$ cat src/rtl/bseq_pkg.sv
// Shared definitions for the byte-serial sequencer: control states and the
// byte codes the decoder recognises. Assumes 8-bit instruction bytes.
package bseq_pkg;

    typedef enum logic [1:0] {
        ST_FETCH_OP   = 2'd0,
        ST_FETCH_MODE = 2'd1,
        ST_STORE      = 2'd2,
        ST_STOP       = 2'd3
    } seq_state_e;

    localparam logic [7:0] OP_STORE_BYTE = 8'h88;
    localparam logic [7:0] MODE_AL_TO_BX = 8'h07;
    localparam logic [7:0] OP_STOP       = 8'hF4;

endpackage

$ cat src/rtl/bseq_phys_addr.sv
// Forms a physical address from a segment and an offset: the segment is
// shifted left by SHIFT bits and the offset is added. The result is truncated
// to ADDR_W bits. Assumes ADDR_W >= SEG_W and ADDR_W >= OFF_W.
module bseq_phys_addr #(
    parameter int SEG_W  = 16,
    parameter int OFF_W  = 16,
    parameter int ADDR_W = 20,
    parameter int SHIFT  = 4
) (
    input  logic [SEG_W-1:0]  seg,
    input  logic [OFF_W-1:0]  off,
    output logic [ADDR_W-1:0] phys
);

    logic [ADDR_W-1:0] seg_wide;
    logic [ADDR_W-1:0] off_wide;

    // Widen both operands, then add modulo 2^ADDR_W.
    always_comb begin
        seg_wide = ADDR_W'(seg) << SHIFT;
        off_wide = ADDR_W'(off);
        phys     = seg_wide + off_wide;
    end

endmodule

$ cat src/rtl/bseq_regs.sv
// Architectural registers of the sequencer: CS, IP, DS, BX and the
// accumulator low byte. All of them load from the init ports while reset is
// low. Only IP changes afterwards, stepping by one (wrapping) on ip_step.
module bseq_regs #(
    parameter int SEG_W  = 16,
    parameter int OFF_W  = 16,
    parameter int DATA_W = 8
) (
    input  logic              clk,
    input  logic              rst_n,
    input  logic [SEG_W-1:0]  init_cs,
    input  logic [OFF_W-1:0]  init_ip,
    input  logic [SEG_W-1:0]  init_ds,
    input  logic [OFF_W-1:0]  init_bx,
    input  logic [DATA_W-1:0] init_al,
    input  logic              ip_step,
    output logic [SEG_W-1:0]  cs_q,
    output logic [OFF_W-1:0]  ip_q,
    output logic [SEG_W-1:0]  ds_q,
    output logic [OFF_W-1:0]  bx_q,
    output logic [DATA_W-1:0] al_q
);

    // Segment, base and accumulator: loaded at reset, held afterwards.
    always_ff @(posedge clk) begin
        if (!rst_n) begin
            cs_q <= init_cs;
            ds_q <= init_ds;
            bx_q <= init_bx;
            al_q <= init_al;
        end
    end

    // Instruction pointer: loaded at reset, advanced once per fetched byte.
    always_ff @(posedge clk) begin
        if (!rst_n) begin
            ip_q <= init_ip;
        end else if (ip_step) begin
            ip_q <= ip_q + OFF_W'(1);
        end
    end

endmodule

$ cat src/rtl/bseq_ctrl.sv
// Machine-cycle controller. It walks through the opcode fetch, the
// addressing-byte fetch and the store write, and stops on halt or on an
// unrecognised byte. Assumes read data is valid during the clock in which
// the read strobe is high.
module bseq_ctrl #(
    parameter int DATA_W = 8
) (
    input  logic              clk,
    input  logic              rst_n,
    input  logic [DATA_W-1:0] rdata,
    output logic              rd_en,
    output logic              wr_en,
    output logic              ip_step,
    output logic              stopped,
    output logic              trap
);

    import bseq_pkg::*;

    seq_state_e state_q;
    seq_state_e state_d;
    logic       bad_byte;

    // Strobes and step requests follow directly from the current cycle type.
    always_comb begin
        rd_en   = (state_q == ST_FETCH_OP) || (state_q == ST_FETCH_MODE);
        wr_en   = (state_q == ST_STORE);
        ip_step = rd_en;
        stopped = (state_q == ST_STOP);
    end

    // Decode the byte arriving at the end of a fetch and choose the next cycle.
    always_comb begin
        state_d  = state_q;
        bad_byte = 1'b0;
        case (state_q)
            ST_FETCH_OP: begin
                if (rdata == DATA_W'(OP_STORE_BYTE)) begin
                    state_d = ST_FETCH_MODE;
                end else if (rdata == DATA_W'(OP_STOP)) begin
                    state_d = ST_STOP;
                end else begin
                    state_d  = ST_STOP;
                    bad_byte = 1'b1;
                end
            end
            ST_FETCH_MODE: begin
                if (rdata == DATA_W'(MODE_AL_TO_BX)) begin
                    state_d = ST_STORE;
                end else begin
                    state_d  = ST_STOP;
                    bad_byte = 1'b1;
                end
            end
            ST_STORE: state_d = ST_FETCH_OP;
            default:  state_d = ST_STOP;
        endcase
    end

    // Cycle state register; reset restarts at an opcode fetch.
    always_ff @(posedge clk) begin
        if (!rst_n) begin
            state_q <= ST_FETCH_OP;
        end else begin
            state_q <= state_d;
        end
    end

    // Sticky trap flag, cleared only by reset.
    always_ff @(posedge clk) begin
        if (!rst_n) begin
            trap <= 1'b0;
        end else if (bad_byte) begin
            trap <= 1'b1;
        end
    end

endmodule

$ cat src/rtl/bytestep_seq.sv
// Top of the byte-serial fetch-execute sequencer. It joins the register
// file, two address formers (code and data) and the cycle controller. The
// bus address follows the code pointer, except in write cycles, when it
// follows DS:BX. Assumes a zero-wait-state memory.
module bytestep_seq #(
    parameter int SEG_W  = 16,
    parameter int OFF_W  = 16,
    parameter int ADDR_W = 20,
    parameter int DATA_W = 8
) (
    input  logic              clk,
    input  logic              rst_n,
    input  logic [SEG_W-1:0]  init_cs,
    input  logic [OFF_W-1:0]  init_ip,
    input  logic [SEG_W-1:0]  init_ds,
    input  logic [OFF_W-1:0]  init_bx,
    input  logic [DATA_W-1:0] init_al,
    output logic [ADDR_W-1:0] mem_addr,
    input  logic [DATA_W-1:0] mem_rdata,
    output logic              mem_rd,
    output logic              mem_wr,
    output logic [DATA_W-1:0] mem_wdata,
    output logic              halted,
    output logic              illegal
);

    localparam int SEG_SHIFT = ADDR_W - SEG_W;

    logic [SEG_W-1:0]  cs_q;
    logic [OFF_W-1:0]  ip_q;
    logic [SEG_W-1:0]  ds_q;
    logic [OFF_W-1:0]  bx_q;
    logic [DATA_W-1:0] al_q;
    logic [ADDR_W-1:0] code_addr;
    logic [ADDR_W-1:0] data_addr;
    logic              ip_step;

    bseq_regs #(
        .SEG_W (SEG_W),
        .OFF_W (OFF_W),
        .DATA_W(DATA_W)
    ) u_regs (
        .clk    (clk),
        .rst_n  (rst_n),
        .init_cs(init_cs),
        .init_ip(init_ip),
        .init_ds(init_ds),
        .init_bx(init_bx),
        .init_al(init_al),
        .ip_step(ip_step),
        .cs_q   (cs_q),
        .ip_q   (ip_q),
        .ds_q   (ds_q),
        .bx_q   (bx_q),
        .al_q   (al_q)
    );

    bseq_phys_addr #(
        .SEG_W (SEG_W),
        .OFF_W (OFF_W),
        .ADDR_W(ADDR_W),
        .SHIFT (SEG_SHIFT)
    ) u_code_addr (
        .seg (cs_q),
        .off (ip_q),
        .phys(code_addr)
    );

    bseq_phys_addr #(
        .SEG_W (SEG_W),
        .OFF_W (OFF_W),
        .ADDR_W(ADDR_W),
        .SHIFT (SEG_SHIFT)
    ) u_data_addr (
        .seg (ds_q),
        .off (bx_q),
        .phys(data_addr)
    );

    bseq_ctrl #(
        .DATA_W(DATA_W)
    ) u_ctrl (
        .clk    (clk),
        .rst_n  (rst_n),
        .rdata  (mem_rdata),
        .rd_en  (mem_rd),
        .wr_en  (mem_wr),
        .ip_step(ip_step),
        .stopped(halted),
        .trap   (illegal)
    );

    // Bus address and write data: data pointer in write cycles, code pointer otherwise.
    always_comb begin
        mem_addr  = mem_wr ? data_addr : code_addr;
        mem_wdata = al_q;
    end

endmodule

$ cat config.mk
export PLATFORM = sky130hd
export DESIGN_NAME = bytestep_seq
export DESIGN_NICKNAME = d
export VERILOG_FILES = /design/src/rtl/bseq_pkg.sv /design/src/rtl/bseq_phys_addr.sv /design/src/rtl/bseq_regs.sv /design/src/rtl/bseq_ctrl.sv /design/src/rtl/bytestep_seq.sv
export SDC_FILE = /design/constraint.sdc
export NUM_CORES = 1
export LEC_CHECK = 0
export BUFFER_PORTS_ARGS = -buffer_cell sky130_fd_sc_hd__buf_2
export CAP_MARGIN = 5
export CORE_UTILIZATION = 57
export CTS_CLUSTER_SIZE = 25
export DETAILED_ROUTE_END_ITERATION = 16
export GPL_TIMING_DRIVEN = 0
export PLACE_DENSITY = 0.95
export SYNTH_ARGS = -nofsm -noshare
export SYNTH_HDL_FRONTEND = slang
export SYNTH_SLANG_ARGS = --single-unit
$ cat constraint.sdc
create_clock -name clk -period 5.85 [get_ports clk]
set_input_delay 1.17 -clock clk [delete_from_list [all_inputs] [get_ports clk]]
set_output_delay 1.17 -clock clk [all_outputs]
set_load 0.005 [all_outputs]
## Yosys cells after proc, flatten, opt, wreduce, memory -nomap -nowiden

Index checks and enable logic that the tools add are counted.

| operators by class | value |
|---|---|
| reduce and logical (&&, ||, !) cells | 2 |
| equal/unequal tests | 7 |
| mux-type cells | 10 |
| add/subtract/negate cells | 3 |

Operators by type and width:

| operator | number |
|---|---|
| 20-bit by 16-bit adder with 20-bit output | 2 |
| 16-bit two-way mux | 2 |
| 20-bit two-way mux | 1 |
| 16-bit by 1-bit adder with 16-bit output (second input constant) | 1 |
| 8-bit == test (second input constant) | 2 |
| 8-bit by 3-bit == test with 1-bit output (second input constant) | 1 |
| 2-bit one-hot mux with 3 select lines | 1 |
| 2-bit == test (second input constant) | 2 |
| 1-bit two-way mux | 4 |
| 2-bit by 1-bit == test with 1-bit output (second input constant) | 1 |
| 2-bit zero test | 1 |
| 2-bit two-way mux | 1 |
| 2-bit by 1-bit inequality test with 1-bit output (second input constant) | 1 |
| 1-bit one-hot mux with 2 select lines | 1 |
| 1-bit logical OR | 1 |

| word-level totals | value |
|---|---|
| register bits | 75 |
| logic and storage cells | 29 |
| bits of input ports | 82 |

## Depth between registers and ports, before layout

Gate-level depths: netlist of run 1.

| logic depth | value |
|---|---|
| depth after elaboration | 4 |
| gate-level depth with buffers | 8 |
| depth with buffers taken out | 8 |

## Cells and area by module

From an unflattened synthesis of run 1, not the netlist that was laid out.

| unflattened totals | value |
|---|---|
| cell total of the unflattened synthesis | 410 |
| area total of the unflattened synthesis | 4,800.9 µm² |

Modules (own cells, without submodules):

| module | area each (µm²) | cells each | instances |
|---|---|---|---|
| bseq_regs | 2,640.0 | 148 | 1 |
| bseq_phys_addr | 820.8 | 108 | 2 |
| bytestep_seq | 322.8 | 22 | 1 |
| bseq_ctrl | 196.4 | 24 | 1 |

## Worst setup path before layout of run 1

No wires, ideal clock.

| timing | value |
|---|---|
| path type | register -> output |
| start point | register u_regs.ip_q[4] |
| end point | output mem_addr[12] |
| data arrival time | 2.224 ns |
| setup slack | 2.456 ns |
| data required time | 4.680 ns |
| stages on the path, launching flop included | 9 |
| cells stage by stage | edfxtp_1 ha_1 fa_1 a211oi_1 nor2_1 o21a_1 o41a_1 xnor2_1 o21ai_0 |

| between the ends | value |
|---|---|
| cells in the longest elaborated chain, start to end | 2 |

Ends and longest elaborated chain:

| element | line | text |
|---|---|---|
| start, declared | bseq_regs.sv:18 | `output logic [OFF_W-1:0] ip_q,` |
| start signal, assigned | bseq_regs.sv:37 | `ip_q <= init_ip;` |
| start signal, assigned | bseq_regs.sv:39 | `ip_q <= ip_q + OFF_W'(1);` |
| 20-bit by 16-bit adder with 20-bit output | bseq_phys_addr.sv:22 | `phys = seg_wide + off_wide;` |
| 20-bit two-way mux | bytestep_seq.sv:95 | `mem_addr = mem_wr ? data_addr : code_addr;` |
| end, declared | bytestep_seq.sv:18 | `output logic [ADDR_W-1:0] mem_addr,` |

Every way passes these cells.

## Worst setup path in the final report of run 1

Same ends and word-level chain as after synthesis.

==> run_results.csv, run 1 <==
group,metric,value,unit
status,status,"complete, no violations",
finish,antenna_cells,0,
grt,grt_util_met2,46.4,%
clock_network,post_cts_buffers,0,
grt,antenna_found_initial,0,
critical_path,arrival,3020,ps
synth,ys_types,53,
clock_network,clockRootBuffer,"clkbuf_8",
grt,overflow,0,
sta,post-route-period-util,71.6,%
critical_path,worst-path-max-fanout,4,
clock_network,htree_levels,3,
critical_path,slowest_stage,"edfxtp_1",
drt,routed_via_density,5.86,
drt,drtPass1Iterations,6,
placed_design,hpwl,7190,µm
sta,hold_viol_final,0,
clock_network,clk_latency,380,ps
synth,avgSynthCellArea,11.0,µm²
clock_network,tritoncts,"done",
clock_network,clock-sinks,75,
critical_path,crit_required,4680,ps
grt,grt_pass1_wl,15500,µm
sta,relSlewSlack,52.4,%
synth,syn_inst,382,
synth,syn_area,4220,µm²
grt,grtUsageMet1,30.5,%
floorplanning,dieArea,7750,µm²
drt,drt_first_iter_violations,247,
synth,synthTopCellsByCount,"edfxtp_1 (72), a21oi_1 (41), nor2_1 (41)",
sta,rsz0062_at_grt,"false",
critical_path,critPathTopFamily,"compound AO/OA/AOI/OAI gates",
floorplanning,die_x,88.0,µm
sta,setup_ws,1660,ps
grt,grt_pass1_vias,3425,
power_and_ir_drop,p_per_area,293,nW/µm²
synth,synth_most_common_cell,"edfxtp_1",
finish,final_net_count,616,
drt,drc,0,
clock_network,path_clk_slew,90,ps
power_and_ir_drop,max-vdd-ir-drop,0.204,mV
power_and_ir_drop,total_power,0.00150,W
critical_path,path_class,"reg2out",
grt,grt.total_usage,27.0,%
synth,synth.largest_area_cell,"edfxtp_1",
synth,yosys_warnings,0,
floorplanning,initial_core_util,60.4,%
synth,yosysSeqAreaShare,52.7,%
sta,fmax,239,MHz
synth,synth_edf_count,72,
sta,holdWs,509,ps
drt,drt-total-wl,9930,µm
critical_path,cp_num_buf_inv,1,
synth,synth_seq_cells,75,
synth,synthFlopType,"edfxtp_1",
floorplanning,dieHeight,88.0,µm
clock_network,cts-hold-fix-buffers,0,
flow_run,drv_cap,0,
sta,setup_viol,0,
critical_path,slowest_delay,470,ps
finish,filler_cell_count,479,
synth,synthTopCellsByArea,"edfxtp_1 (51%), ha_1 (7.4%), a21oi_1 (4.9%)",
placed_design,place_congestion,0.867,
grt,met3_usage,6.88,%
clock_network,ctsResizeCount,0,
worst_hold_path,hp-class,"reg2reg",
critical_path,worstPathCellList,"ha_1 -> fa_1 -> a211oi_1 -> nor2_1 -> o21a_1 -> o41a_1 -> xnor2_1 -> o21ai_0 -> buf_2",
drt,wl_per_cell,16.3,µm
floorplanning,core_area,6980,µm²
synth,synthesis.nets,491,
synth,ys_async_sr_fraction,0,%
placed_design,dpl_worst_slack,2090,ps
clock_network,clockBufferDepth,2,
finish,areaGrowthSynthToFinish,21.5,%
critical_path,start_kind,"flip-flop",
clock_network,cts-buffers-inserted,9,
placed_design,io_buffers,113,
sta,skew,7.20,ps
floorplanning,rows,30,
synth,yosysTopAreaCellShare,51.2,%
power_and_ir_drop,p_leak,2.14,nW
grt,grt_max_degree,39,
floorplanning,io_pins,114,
critical_path,critPathCaptureType,"primary output",
finish,drive_gt1_share,27.0,%
sta,worst_slew_pin_slew,712,ps
sta,fin_crit,4190,ps
sta,maxSlewViolCount,0,
drt,via_count,3563,
sta,setup-tns-final,0,ps
grt,grt_busiest_layer,"met2",
drt,ant_nets,0,
==> cell families (layout without fill, tap and decap cells) <==
logic type | Yosys count | count (layout) | synth area share, %
AND/OR/NAND/NOR | 125 | 125 | 13.8
adder cells (fa/ha/maj) | 27 | 27 | 8.36
buffers and inverters | 14 | 144 | 1.25
flip-flops | 75 | 75 | 52.7
multiplexers | 7 | 7 | 1.69
XOR/XNOR | 39 | 39 | 8.10
AO/OA/AOI/OAI | 95 | 95 | 14.1
==> final timing paths <==
| kind | from | end | slack [ps] | cells past startpoint |
|---|---|---|---|---|
| min | u_ctrl.trap | u_ctrl.trap | 510 | 2 |
| max | u_regs.ip_q[4] | mem_addr[12] | 1660 | 9 |
| max reg2reg | u_regs.ip_q[0] | u_regs.ip_q[12] | 3950 | 7 |
| min reg2reg | u_ctrl.trap | u_ctrl.trap | 510 | 2 |
==> placed cells by master (no fill, tap or decap), drive strengths merged, types with 6 or more instances in the layout <==
cell | netlist | final
xnor2 | 19 | 19
a21o | 11 | 11
buf | 3 | 117
ha | 25 | 25
edfxtp | 72 | 72
nand2 | 40 | 40
nor2 | 41 | 41
nor3 | 6 | 6
clkbuf | 6 | 15
xor2 | 20 | 20
mux2i | 6 | 6
inv | 5 | 10
nand3 | 13 | 13
o21ai | 14 | 14
a211oi | 7 | 7
a21oi | 42 | 42
==> registers in the layout (all words and copies together), names as in the netlist <==
| register | count |
|---|---|
| u_regs.bx_q | 16 |
| u_ctrl.state_q | 2 |
| u_regs.cs_q | 16 |
| u_ctrl.trap | 1 |
| u_regs.ds_q | 16 |
| u_regs.ip_q | 16 |
| u_regs.al_q | 8 |
==> final cells by class <==
cell class | instances | area, µm² | area share (%)
clock buffer | 9 | 124 | 2.42
sequential | 75 | 2220 | 43.3
timing repair buffer | 114 | 586 | 11.4
clock inverter | 7 | 78.8 | 1.54
multi-input combinational | 293 | 1940 | 37.9
buffer | 9 | 33.8 | 0.659
tap | 96 | 120 | 2.34
inverter | 5 | 18.8 | 0.366
==> metrics by stage <==
| step | instance area, µm² | utilization (%) | std cells |
|---|---|---|---|
| 2_1_floorplan | 4220 | - | 382 |
| 3_3_place_gp | 4900 | 70.3 | 591 |
| 3_5_place_dp | 4920 | 70.5 | 592 |
| 4_1_cts | 5130 | 73.4 | 608 |
| 5_1_grt | 5130 | 73.4 | 608 |
| 6_report | 5130 | 73.4 | 608 |
==> worst min-delay path, cell delays in order (launching register included) <==
cell      delay, ps
dfxtp_1         350
a221oi_1         50
nor2_1           80
==> where the power goes <==
part,total [W],internal [W],switching (W)
clock,0.000405,0.000170,0.000235
combinational,0.000419,0.000189,0.000229
sequential,0.000677,0.000644,0.0000332
==> metal layers <==
metal  part of all wire, %  up-vias
met4                   3.3        0
li1                      -     1672
met2                    51      196
met5                     0        -
met1                    37     1660
met3                   8.3       35
No activity file was read; power rests on OpenSTA's default activity.
==> inputs of run 2 (changes only) <==
CORE_UTILIZATION = 53   (was 57)
PLACE_DENSITY = 0.92   (was 0.95)
clock period = 4 ns   (was 5.85 ns; I/O delays follow)
==> run 2 against run 1 <==
Against the previous run:
- the flow now finishes with violations (DRC)
- clock-buffer cell count stayed put
- routed wire length down 7.8%
- critical path depth unchanged
- die area increased by 7.4%
- clock power grew 77%
- hold slack worse by 12 ps
- global-route usage decreased by 4.2 points
- cell count rose by 0.99%
- non-clock buffer count is the same
- sequential power up 46%
- largest cell class unchanged
==> run_results.csv, run 2 (synthesis results as in run 1) <==
group,metric,value,unit
sta,post-route-period-util,94.1,%
power_and_ir_drop,p_leak,2.17,nW
critical_path,path_class,"reg2out",
floorplanning,dieArea,8320,µm²
critical_path,crit-reg2reg-launch,"u_regs.ip_q[0]",
critical_path,setup.worst_path.start,"u_regs.ip_q[4]",
sta,relSlewSlack,54.8,%
floorplanning,rows,32,
drt,drt-total-wl,9150,µm
placed_design,place_congestion,0.838,
status,failed_checks,"DRC",
clock_network,htree_levels,3,
critical_path,r2r_end,"u_regs.ip_q[12]",
sta,hold_viol_final,0,
critical_path,slowest_delay,480,ps
flow_run,drv_cap,0,
sta,rsz0062_at_grt,"false",
critical_path,arrival,2960,ps
clock_network,clockRootBuffer,"clkbuf_8",
drt,wl_per_cell,14.9,µm
clock_network,cts-buffers-inserted,9,
clock_network,cts-hold-fix-buffers,0,
placed_design,io_buffers,113,
sta,worst_slew_pin_slew,677,ps
grt,grt_max_degree,35,
grt,overflow,0,
drt,drc,2,
critical_path,critPathTopFamily,"compound AO/OA/AOI/OAI gates",
critical_path,r2r_slack,2130,ps
grt,grt.total_usage,22.8,%
drt,routed_via_density,5.65,
sta,fin_crit,3760,ps
clock_network,clock-sinks,75,
floorplanning,dieHeight,91.2,µm
drt,drt_first_iter_violations,155,
finish,mostFrequentLayoutCells,"buf_2 (113), edfxtp_1 (72), nor2_1 (41), a21oi_1 (41), nand2_1 (40)",
finish,final_net_count,616,
power_and_ir_drop,total_power,0.00231,W
floorplanning,die_x,91.2,µm
clock_network,clockBufferDepth,2,
critical_path,critPathCaptureType,"primary output",
clock_network,clk_latency,350,ps
critical_path,slowest_stage,"edfxtp_1",
power_and_ir_drop,p_per_area,445,nW/µm²
drt,drtPass1Iterations,12,
critical_path,crit_path_end,"mem_addr[12]",
sta,setup_viol,0,
finish,drive_gt1_share,27.1,%
placed_design,dpl_worst_slack,570,ps
floorplanning,core_area,7730,µm²
critical_path,cp_num_buf_inv,1,
status,status,"finished, violations left",
grt,antenna_found_initial,0,
sta,setup_ws,238,ps
finish,antenna_cells,0,
sta,setup-tns-final,0,ps
critical_path,start_kind,"flip-flop",
critical_path,worstPathCellList,"ha_1 -> fa_1 -> a211oi_2 -> nor2_1 -> o21a_1 -> o41a_1 -> xnor2_1 -> o21ai_0 -> buf_2",
sta,maxSlewViolCount,0,
critical_path,r2r_cells,7,
worst_hold_path,hp-class,"reg2reg",
critical_path,worstSetupPathDepth,9,
grt,grt_pass1_vias,3245,
sta,fmax,266,MHz
drt,ant_nets,0,
critical_path,worst-path-max-fanout,4,
clock_network,path_clk_slew,80,ps
finish,final_common_cell,"buf_2",
floorplanning,initial_core_util,54.6,%
critical_path,crit_required,3200,ps
sta,skew,4.99,ps
power_and_ir_drop,max-vdd-ir-drop,0.256,mV
placed_design,hpwl,6870,µm
grt,grt_pass1_wl,14800,µm
floorplanning,io_pins,114,
clock_network,tritoncts,"done",
drt,via_count,3471,
finish,areaGrowthSynthToFinish,22.9,%
==> run 2: changes by cell type in the layout (fill, tap and decap cells not counted), sizes merged <==
cell,delta
bufinv,+3
inv,-3
==> run 2: where the power goes <==
group / total (W) / leakage (nW) / internal, W / switching (W)
Sequential: 0.000991 / 0.733 / 0.000942 / 0.0000486
Clock: 0.000718 / 0.126 / 0.000421 / 0.000297
Combinational: 0.000601 / 1.31 / 0.000277 / 0.000324
==> run 2: how the worst min path moves through the flow <==
stage           startpoint           to  slack (ps)  cells after the start
4_1_cts        u_ctrl.trap  u_ctrl.trap         500                      2
3_5_place_dp   u_ctrl.trap  u_ctrl.trap         470                      2
2_1_floorplan  u_ctrl.trap  u_ctrl.trap         470                      2
6_report       u_ctrl.trap  u_ctrl.trap         500                      2
3_3_place_gp   u_ctrl.trap  u_ctrl.trap         460                      2
5_1_grt        u_ctrl.trap  u_ctrl.trap         520                      2
==> run 2: final cells by class <==
class	instances	area [µm²]
Inverter	5	18.8
Sequential cell	75	2220
Clock inverter	7	124
Buffer	9	33.8
Multi-Input combinational cell	293	1950
Clock buffer	9	124
Timing Repair Buffer	114	586
Tap cell	102	128
Fill cell	589	2540
==> run 2: repair_timing <==
item / in CTS / in global routing
gates resized for setup: 0 / 1
setup endpoints to repair: 0 / 1
setup buffers: 0 / 0
==> run 2: worst register-to-register path: cells and delay by family (launching register included) <==
family                     cells  cell delay (ps)
and+or+nand+nor                4              740
DFF                            1              400
adders and majority gates      1              240
xor gates and xnor gates       1              160
AOI/OAI and AO/OA              1               80
==> run 2: per-layer routing <==
metal  share of wire (%)  global-route usage (%)  wire length, µm  vias up
li1                    -                       -                -     1670
met1                  42                    29.0             3820     1646
met2                  50                    38.1             4550      137
met3                 6.1                    4.61              559       18
met4                 2.5                    9.52              226        0
met5                   0                       0                0        -
==> run 2: stage by stage <==
stage	area, µm²	utilization (%)	cells	hold slack (ps)
2_1_floorplan	4220	-	382	471
3_3_place_gp	4910	63.6	597	462
3_5_place_dp	4930	63.8	598	474
4_1_cts	5180	67.0	614	496
5_1_grt	5180	67.1	614	524
6_report	5180	67.1	614	498
